<file path="src/rtl/acc_core.sv">
module acc_core #(
  parameter int DW = 16,
  parameter int AW = 12
) (
  input  logic          clk,
  input  logic          rst_n,
  output logic [AW-1:0] mem_addr,
  output logic [DW-1:0] mem_wdata,
  output logic          mem_we,
  output logic          mem_req,
  input  logic [DW-1:0] mem_rdata,
  output logic          halted
);
  localparam int OPW = DW - AW;
  localparam logic [OPW-1:0] OP_LDA = OPW'(0);
  localparam logic [OPW-1:0] OP_STA = OPW'(1);
  localparam logic [OPW-1:0] OP_ADD = OPW'(2);
  localparam logic [OPW-1:0] OP_SUB = OPW'(3);
  localparam logic [OPW-1:0] OP_JMP = OPW'(4);
  localparam logic [OPW-1:0] OP_JGE = OPW'(5);
  localparam logic [OPW-1:0] OP_JNE = OPW'(6);
  localparam logic [OPW-1:0] OP_STP = OPW'(7);

  typedef enum logic [1:0] {S_FETCH, S_EXEC, S_HALT} state_t;

  state_t        state;
  logic [AW-1:0] pc;
  logic [DW-1:0] acc;
  logic [DW-1:0] ir;

  wire [OPW-1:0] op_f  = mem_rdata[DW-1:AW];
  wire [AW-1:0]  arg_f = mem_rdata[AW-1:0];
  wire [OPW-1:0] op_x  = ir[DW-1:AW];

  logic take_jump;
  logic needs_data;

  always_comb begin
    case (op_f)
      OP_JMP:  take_jump = 1'b1;
      OP_JGE:  take_jump = ~acc[DW-1];
      OP_JNE:  take_jump = |acc;
      default: take_jump = 1'b0;
    endcase
  end

  assign needs_data = (op_f == OP_LDA) || (op_f == OP_STA) ||
                      (op_f == OP_ADD) || (op_f == OP_SUB);

  assign mem_addr  = (state == S_EXEC) ? ir[AW-1:0] : pc;
  assign mem_wdata = acc;
  assign mem_we    = (state == S_EXEC) && (op_x == OP_STA);
  assign mem_req   = (state != S_HALT);
  assign halted    = (state == S_HALT);

  always_ff @(posedge clk or negedge rst_n) begin
    if (!rst_n) begin
      state <= S_FETCH;
      pc    <= '0;
      acc   <= '0;
      ir    <= '0;
    end else begin
      case (state)
        S_FETCH: begin
          ir <= mem_rdata;
          pc <= take_jump ? arg_f : pc + AW'(1);
          if (needs_data)         state <= S_EXEC;
          else if (op_f == OP_STP) state <= S_HALT;
        end
        S_EXEC: begin
          case (op_x)
            OP_LDA:  acc <= mem_rdata;
            OP_ADD:  acc <= acc + mem_rdata;
            OP_SUB:  acc <= acc - mem_rdata;
            default: acc <= acc;
          endcase
          state <= S_FETCH;
        end
        default: state <= S_HALT;
      endcase
    end
  end
endmodule

</file>
<file path="config.mk">
export PLATFORM = sky130hd
export DESIGN_NAME = acc_core
export DESIGN_NICKNAME = d
export VERILOG_FILES = /design/src/rtl/acc_core.sv
export SDC_FILE = /design/constraint.sdc
export NUM_CORES = 1
export LEC_CHECK = 0
export ABC_AREA = 1
export BUFFER_PORTS_ARGS = -buffer_cell sky130_fd_sc_hd__buf_2
export CAP_MARGIN = 20
export CELL_PAD_IN_SITES_DETAIL_PLACEMENT = 1
export CELL_PAD_IN_SITES_GLOBAL_PLACEMENT = 2
export CORE_ASPECT_RATIO = 2
export CORE_MARGIN = 2
export CORE_UTILIZATION = 34
export CTS_CLUSTER_DIAMETER = 30
export CTS_CLUSTER_SIZE = 12
export DETAILED_ROUTE_END_ITERATION = 8
export PLACE_DENSITY_LB_ADDON = 0.1
export SETUP_SLACK_MARGIN = 0.15
export SYNTH_ARGS = -nofsm -noshare
export SYNTH_HDL_FRONTEND = slang
export SYNTH_SLANG_ARGS = --single-unit
</file>
<file path="constraint.sdc">
create_clock -name clk -period 5 [get_ports clk]
set_input_delay 1 -clock clk [delete_from_list [all_inputs] [get_ports clk]]
set_output_delay 1 -clock clk [all_outputs]
set_load 0.1 [all_outputs]
</file>
==> results of run 1 <==
## stage by stage
stage | util | total power [mW] | area (um2) | instances
global placement | 0.3844 | 0.5095 | 4053 | 739
finish | 0.3982 | 0.8441 | 4199 | 747
detailed placement | 0.3844 | 0.5116 | 4053 | 739
CTS | 0.3982 | 0.8583 | 4199 | 747
floorplan | - | 0.4606 | 3674 | 564
global route | 0.3982 | 0.8902 | 4199 | 747
## power groups by stage
| stage | registers [mW] | logic [mW] | clock network (mW) |
|---|---|---|---|
| finish | 0.372 | 0.131 | 0.341 |
| global route | 0.372 | 0.150 | 0.368 |
| CTS | 0.372 | 0.133 | 0.353 |
| detailed placement | 0.379 | 0.133 | 0 |
| global placement | 0.379 | 0.130 | 0 |
| floorplan | 0.379 | 0.0814 | 0 |
## cells by family (layout without fill, tap and decap cells)
group                      count (synthesis)  in the layout  share of synthesized area
AOI/OAI and AO/OA                        107            107                     0.1546
adders and majority gates                 18             18                    0.06335
and+or+nand+nor                          268            268                     0.3076
xor gates and xnor gates                  23             23                    0.05484
buffers and inverters                    102            148                     0.1063
DFF                                       46             46                     0.3134
## Yosys cell counts
cell type	number
a21oi_1	31
a21oi_2	2
a31oi_1	1
and2_1	1
buf_2	2
buf_4	1
clkbuf_1	10
clkinv_2	1
dfrtp_1	46
fa_1	1
ha_1	17
inv_1	85
inv_2	3
nand2_1	161
nand2_2	1
nand2_4	1
nand3_1	44
nand4_1	6
nor2_1	41
nor2_4	2
nor3_1	7
nor3_2	2
o211ai_1	3
o21a_1	1
o21ai_0	54
o21ai_1	8
o21bai_1	3
o22ai_1	3
o31ai_1	1
or2_2	2
xor2_1	23
## path summary, 6_finish.rpt
path	startpoint	to	slack, ns
max reg2reg	ir[13]$_DFFE_PN0N_	mem_wdata[10]$_DFFE_PN0P_	1.91
max in group asynchronous	rst_n	state[1]$_DFFE_PN0P_	3.77
min in group asynchronous	rst_n	pc[3]$_DFFE_PN0N_	0.79
min reg2reg	ir[8]$_DFFE_PN0N_	ir[8]$_DFFE_PN0N_	0.49
min	ir[8]$_DFFE_PN0N_	ir[8]$_DFFE_PN0N_	0.49
max	mem_rdata[0]	mem_wdata[13]$_DFFE_PN0P_	1.51
## routing by layer
metal	global-route usage	routed length, um
met1	0.2455	4808
met2	0.4326	6773
met3	0.01847	213
met4	0.08304	329
met5	0	0
## critical path, delay by kind of cell
family,cells,cell delay [ns]
simple gates,11,1.20
fa+ha+maj,2,0.49
compound gates,2,0.43
buf+inv,5,0.41
xor+xnor,1,0.16
## registers in the layout, indices dropped and copies added, names as in the netlist
register,cells
ir,16
mem_wdata,16
pc,12
state,2
## cell type report
cell class / instances / area, um2
multi-input combinational: 416 / 2132
clock buffer: 5 / 125.1
timing repair buffer: 51 / 262.8
sequential: 46 / 1151
tap: 137 / 171.4
fill: 1427 / 6345
inverter: 89 / 335.3
clock inverter: 3 / 21.27
==> results.cfg, run 1 <==
[critical_path]
required_ns = 5.19
crit_top_cell = nand2_1
crit_arrival_ns = 3.68
cpPeakStageDelay_ns = 0.33
cp_slowest_cell = ha_1
critical_path_class = in2reg
worst_r2r_path_depth = 16
start_kind = input port
cp_cell_sequence = buf_2 -> inv_1 -> ha_1 -> inv_1 -> nor3_1 -> nand2_1 -> nor2_1 -> a21oi_1 -> xor2_1 -> inv_1 -> ha_1 -> nand2_1 -> inv_1 -> a21oi_1 -> nor2_1 -> nor2_1 -> nand2_1 -> nand2_1 -> nand3_1 -> nand2_1 -> nand2_1
crit_fanout = 5
endpoint_kind = register

[detailed_routing]
drc = 0
via_count = 3765
wl_per_cell_um = 16.23
ant_nets = 0
drt_first_iter_violations = 133
drt_wl_total_um = 12120
viasPerCell = 5.040
drt_first_pass_iters = 4

[flow_run]
cap_violations = 0

[timing]
fmax_mhz = 286.3
fin_setup_tns_ns = 0
timing.hold.ws_ns = 0.4870
drv_slew = 0
timing.final.crit_share = 0.6985
finalClockSkew_ns = 0.007486
worst_slack_ns = 1.507
rsz0062_at_grt = no
worst_slew_pin_slew_ns = 0.8964
hold_viol = 0
relSlewSlack = 0.4018
min_period_ns = 3.493
setup_viol = 0

[run_status]
status = finished, final reports clean

[global_route]
grt-ovfl-total = 0
grt_max_degree = 47
grtUsageTotal = 0.2221
antenna_found_initial = 0
grt_pass1_wl_um = 20240
grt_pass1_vias = 3974

[synth]
synth_top_cell_area_share = 0.3134
synth_largest_area_cell = dfrtp_1
synth_warnings = 0
avgSynthCellArea_um2 = 6.513
synthCells = 564
ys_seq_elements = 46
synth_area_leaders = dfrtp_1 (31%), nand2_1 (16%), inv_1 (8.7%)
yosysSeqAreaShare = 0.3134
synth_nets = 600
ys_types = 31
synth_area_um2 = 3674

[clocking]
clock_latency_ns = 0.30
ctsResizeCount = 0
cts_buffers = 5
cts_sinks = 46
clk_pin_slew_ns = 0.07
cts_max_path_buffers = 2
cts_setup_buffers = 0
cts_root_buf = clkbuf_16
cts_hold_buffers = 0
cts_htree_levels = 2
cts_tree = yes

[power_and_ir_drop]
power_frac_comb = 0.156
powerDensity_nw_per_um2 = 201.0
peakVddDrop_mv = 0.1343
p_switching_mw = 0.2452
intPower_mw = 0.5990
power_frac_seq = 0.441
p_sw_frac = 0.2904
p_leak_nw = 2.164
clockPowerShare = 0.404

[finish]
final_layout_size_suffix_gt1_frac = 0.1197
final_common_cell = nand2_1
nets = 645
layout_common_cells = nand2_1 (161), inv_1 (85), o21ai_0 (54)
area_growth_pct = 14.31
n_antenna_cell = 0

[die]
start_util = 0.3484
fp.coreArea_um2 = 10540
die_y_um = 151
row_count = 53
die_w_um = 77.50
io_pins = 49
die-area_um2 = 11700

[min_path]
holdPathStages = 2
hold_path_class = reg2reg

[placement]
hpwl_um = 9777
io_buffers = 48
pre_cts_ws_ns = 1.172
place_congestion = 0.8453
Power figures use the tool's default switching activity.
==> run 2, diff against run 1 <==
--- a/config.mk
+++ b/config.mk
@@ -5,7 +5,7 @@
 export SDC_FILE = /design/constraint.sdc
 export NUM_CORES = 1
 export LEC_CHECK = 0
-export ABC_AREA = 1
+export ABC_AREA = 0
 export BUFFER_PORTS_ARGS = -buffer_cell sky130_fd_sc_hd__buf_2
 export CAP_MARGIN = 20
 export CELL_PAD_IN_SITES_DETAIL_PLACEMENT = 1
==> constraint.sdc (replaced) <==
create_clock -name clk -period 3.4 [get_ports clk]
set_input_delay 0.68 -clock clk [delete_from_list [all_inputs] [get_ports clk]]
set_output_delay 0.68 -clock clk [all_outputs]
set_load 0.1 [all_outputs]
==> results.cfg, run 2 <==
[clocking]
cts_max_path_buffers = 2
cts_root_buf = clkbuf_16
cts_tree = yes
cts_buffers = 5
clk_pin_slew_ns = 0.07
cts_sinks = 46
clock_latency_ns = 0.30
cts_htree_levels = 2

[finish]
nets = 543
final_layout_size_suffix_gt1_frac = 0.2736
final_common_cell = nand2_1
n_antenna_cell = 0
layout_common_cells = nand2_1 (82), buf_2 (48), dfrtp_1 (46), buf_4 (46)
area_growth_pct = 27.64

[synth]
synth_most_common_cell = nand2_1
synthXorXnorAreaFrac = 0.06415
synth_mux_area_frac = 0.06672
synth_warnings = 0
synth_common_cells = nand2_1 (83), dfrtp_1 (46), a21oi_1 (41), nor2_1 (39), o21ai_0 (32)
synthCells = 426
ys_types = 54
synth_compound_area_frac = 0.1946
avgSynthCellArea_um2 = 8.012
synth_top_cell_area_share = 0.3372
yosysSeqAreaShare = 0.3372
synth_flop_cell = dfrtp_1
synth-edff-count = 0
ys_seq_elements = 46
synthSimpleGateAreaFrac = 0.2368
synth_largest_area_cell = dfrtp_1
synth_nets = 462
synth_top_family_by_area = simple AND/OR/NAND/NOR gates
synth_area_leaders = dfrtp_1 (34%), nand2_1 (9.1%), ha_1 (6.2%)
synth-adder-area-share = 0.06818
async_reset_ff_frac = 1.000
synth_area_um2 = 3413

[critical_path]
start_kind = input port
crit_top_cell = nor2_1
crit_start = mem_rdata[1]
worst_r2r_path_depth = 11
critical_path_class = in2reg
crit_fanout = 5
worstReg2RegStart = ir[15]$_DFFE_PN0N_
cp.depth = 14
critPathBufInv = 2
cp_slowest_cell = or4_4
required_ns = 3.58
path_delay_family = simple AND/OR/NAND/NOR gates
crit_arrival_ns = 3.48
cp_cell_sequence = buf_2 -> or4_4 -> nor4_4 -> a31oi_1 -> xnor2_1 -> ha_1 -> nand2_2 -> a311oi_4 -> buf_4 -> nor2_1 -> a21oi_1 -> nor2_1 -> o21ai_2 -> nand3_1
cpPeakStageDelay_ns = 0.56
endpoint_kind = register

[timing]
timing.final.crit_share = 0.9699
setup_viol = 0
rsz0062_at_grt = yes
finalClockSkew_ns = 0.005678
worst_slew_pin_slew_ns = 0.5851
drv_slew = 0
fmax_mhz = 303.3
worst_slack_ns = 0.1024
hold_viol = 0
min_period_ns = 3.298
relSlewSlack = 0.6099

[global_route]
grt_max_degree = 35
grtUsageTotal = 0.2134
grt_pass1_wl_um = 17980
grt_pass1_vias = 3547
antenna_found_initial = 0
grt-ovfl-total = 0

[detailed_routing]
ant_nets = 0
drc = 0
viasPerCell = 5.281
drt_first_iter_violations = 65
via_count = 3380
drt_first_pass_iters = 4
drt_wl_total_um = 11110
wl_per_cell_um = 17.36

[die]
row_count = 51
fp.coreArea_um2 = 9763
die_y_um = 145.7
start_util = 0.3496
io_pins = 49
die_w_um = 74.85
die-area_um2 = 10910

[placement]
hpwl_um = 8692
place_congestion = 0.8294
pre_cts_ws_ns = -0.1389
io_buffers = 48

[run_status]
status = finished, final reports clean

[flow_run]
cap_violations = 0

[min_path]
hold_path_class = in2async
[run 2: cell count changes in the layout (fill, tap and decap cells not counted), moves of 7 or more]
cell and delta:
nand3_1 -26, xor2_1 -10, inv_1 -77, buf_4 +43
xnor2_1 +12, nand2_1 -79, o21ai_0 -25, a21oi_1 +7
mux2_2 +13
[run 2: kinds of logic after synthesis]
group | after synthesis
AND/OR/NAND/NOR | 176
buffers and inverters | 29
flip-flops | 46
multiplexers | 21
AO/OA/AOI/OAI | 111
XOR/XNOR | 25
adder cells (fa/ha/maj) | 18
[run 2: repair_timing]
action                     4_1_cts  5_1_grt
buffers inserted                 0        1
pin swaps                        0       20
resized for setup                1       20
hold endpoints to repair         0        0
hold buffers                     0        0
setup endpoints to repair        1        5
[run 2: worst reg2reg max path, cell delays in order (launching register included)]
cell and delay (ns):
dfrtp_1 0.42, nor3b_4 0.29, nand2_1 0.18, mux2i_2 0.28
ha_1 0.28, nor2b_1 0.14, o31a_1 0.30, nor2_1 0.18
o21ai_0 0.23, a221oi_4 0.31, xor2_1 0.17, o221ai_1 0.11
[run 2: area by class of cell]
type | count | area, um2
clock buffer | 6 | 128.9
clock inverter | 2 | 37.54
fill | 1182 | 5406
inverter | 8 | 30.03
multi-input combinational | 351 | 2247
sequential | 46 | 1151
tap | 132 | 165.2
timing repair buffer | 95 | 596.8
[run 2: routing by layer]
metal  vias to the layer above  wire, um  part of all wire  track usage
met5                         -         0                 0            0
met4                         0       328             0.030      0.08750
met3                        18       245             0.022      0.02701
met2                        48      6136              0.55       0.3873
met1                      1653      4402              0.40       0.2377
li1                       1661         -                 -            -
[run 2: final timing paths]
check / endpoint / slack (ns)
min reg2reg: ir[6]$_DFFE_PN0N_ / 0.47
max reg2reg: mem_wdata[9]$_DFFE_PN0P_ / 0.38
min in group clk: ir[6]$_DFFE_PN0N_ / 0.47
max in group asynchronous: ir[13]$_DFFE_PN0N_ / 2.28
max: mem_wdata[15]$_DFFE_PN0P_ / 0.10
min: ir[3]$_DFFE_PN0N_ / 0.37
[run 2: stage by stage]
stage	hold WS [ns]	cells	utilization	area [um2]	TNS [ns]
floorplan	0.3844	426	-	3413	0
global placement	0.4538	631	0.4187	4088	-0.08400
detailed placement	0.4621	631	0.4187	4088	-0.3165
CTS	0.3969	639	0.4357	4254	0
global route	0.4198	640	0.4462	4357	-0.1006
finish	0.3741	640	0.4462	4357	0
Power of run 2 is not shown: default switching activity piles up to over one toggle a cycle in this logic, so the estimate is an artifact.
==> run 3, diff against run 2 <==
--- a/config.mk
+++ b/config.mk
@@ -6,16 +6,16 @@
 export NUM_CORES = 1
 export LEC_CHECK = 0
 export ABC_AREA = 0
-export BUFFER_PORTS_ARGS = -buffer_cell sky130_fd_sc_hd__buf_2
 export CAP_MARGIN = 20
 export CELL_PAD_IN_SITES_DETAIL_PLACEMENT = 1
 export CELL_PAD_IN_SITES_GLOBAL_PLACEMENT = 2
 export CORE_ASPECT_RATIO = 2
 export CORE_MARGIN = 2
-export CORE_UTILIZATION = 34
+export CORE_UTILIZATION = 38
 export CTS_CLUSTER_DIAMETER = 30
 export CTS_CLUSTER_SIZE = 12
 export DETAILED_ROUTE_END_ITERATION = 8
+export DONT_BUFFER_PORTS = 1
 export PLACE_DENSITY_LB_ADDON = 0.1
 export SETUP_SLACK_MARGIN = 0.15
 export SYNTH_ARGS = -nofsm -noshare
==> results.cfg, run 3 (same netlist as run 2, synthesis figures left out) <==
[run_status]
status = finished, final reports clean

[critical_path]
start_kind = register
critical_path_class = reg2reg
endpoint_kind = register
crit_arrival_ns = 3.33
required_ns = 3.62
crit_fanout = 6

[timing]
finalClockSkew_ns = 0.004757
rsz0062_at_grt = yes
min_period_ns = 3.114
timing.hold.ws_ns = 0.06911
hold_viol = 0
worst_slew_pin_slew_ns = 0.5888
drv_slew = 0
timing.final.crit_share = 0.9158
relSlewSlack = 0.6075
fin_setup_tns_ns = 0
setup_viol = 0
fmax_mhz = 321.2

[detailed_routing]
viasPerCell = 5.787
ant_nets = 0
drt_first_pass_iters = 4
drc = 0
wl_per_cell_um = 19.15
drt_first_iter_violations = 100
via_count = 3200
drt_wl_total_um = 10590

[clocking]
cts_hold_buffers = 0
clk_pin_slew_ns = 0.07
cts_htree_levels = 2
cts_root_buf = clkbuf_16
cts_max_path_buffers = 2
cts_sinks = 46
cts_tree = yes
cts_buffers = 5
clock_latency_ns = 0.30

[finish]
nets = 486
fin_util = 0.4442
layout_common_cells = nand2_1 (82), dfrtp_1 (46), a21oi_1 (40)
final_common_cell = nand2_1
final_area_um2 = 3949
area_growth_pct = 15.69
n_antenna_cell = 0
n_fill_cell = 1075
final_layout_size_suffix_gt1_frac = 0.1729

[global_route]
grt_max_degree = 47
grtUsageTotal = 0.2232
grt-ovfl-total = 0
grt_pass1_vias = 3439
antenna_found_initial = 0
grt_pass1_wl_um = 17430

[die]
die_w_um = 71.02
start_util = 0.3840
die_y_um = 138.0
row_count = 49
fp.coreArea_um2 = 8890
die-area_um2 = 9802
io_pins = 49

[placement]
hpwl_um = 7977
io_buffers = 0
place_congestion = 0.8210
place_area_um2 = 3737

[min_path]
hold_path_class = in2async

[flow_run]
cap_violations = 0
## run 3: cell type report
cell class | instances | area [um2] | area share
clock buffers | 5 | 125.1 | 0.03169
multi-input cells | 351 | 2186 | 0.5535
well taps | 102 | 127.6 | 0.03232
flip-flops and latches | 46 | 1151 | 0.2915
inverters | 8 | 30.03 | 0.007605
clock inverters | 3 | 43.79 | 0.01109
repair buffers | 38 | 285.3 | 0.07224
## run 3: critical path, cell delays in order, from the launching register on
cell     delay [ns]
dfrtp_1        0.42
nor3b_4        0.30
nand2_2        0.17
mux2i_2        0.21
fa_1           0.46
a21o_1         0.19
a31o_2         0.25
a21oi_2        0.22
o21ai_1        0.14
a22o_1         0.23
mux2_2         0.27
a31oi_1        0.16
## run 3: layer usage
layer	GRT usage	part of all wire
met5	0	0
met4	0.08242	0.027
met3	0.04082	0.034
met2	0.4215	0.56
met1	0.2373	0.38
## run 3: worst paths after layout
kind	start	cells past startpoint	endpoint	slack [ns]
min in group clk	mem_rdata[15]	1	state[0]$_DFFE_PN0P_	0.45
max in group asynchronous	rst_n	0	ir[8]$_DFFE_PN0N_	3.24
worst max-delay path	ir[14]$_DFFE_PN0N_	11	mem_wdata[14]$_DFFE_PN0P_	0.29
worst max register to register	ir[14]$_DFFE_PN0N_	11	mem_wdata[14]$_DFFE_PN0P_	0.29
worst min-delay path	rst_n	0	ir[0]$_DFFE_PN0N_	0.07
worst min register to register	ir[8]$_DFFE_PN0N_	2	ir[8]$_DFFE_PN0N_	0.47
## run 3: stage by stage
stage / worst slack [ns] / instances
2_1_floorplan: 0.1558 / 426
3_3_place_gp: 0.01930 / 543
3_5_place_dp: -0.1007 / 543
4_1_cts: 0.1707 / 551
5_1_grt: 0.1186 / 553
6_report: 0.2864 / 553
## run 3: what timing repair did
item,CTS,global route
setup endpoints to repair,3,5
endpoints found under the hold margin,0,0
cloned,0,0
resized for setup,2,4
pin swaps,0,2
setup buffers,0,2
Power of run 3 is left out for the same reason.
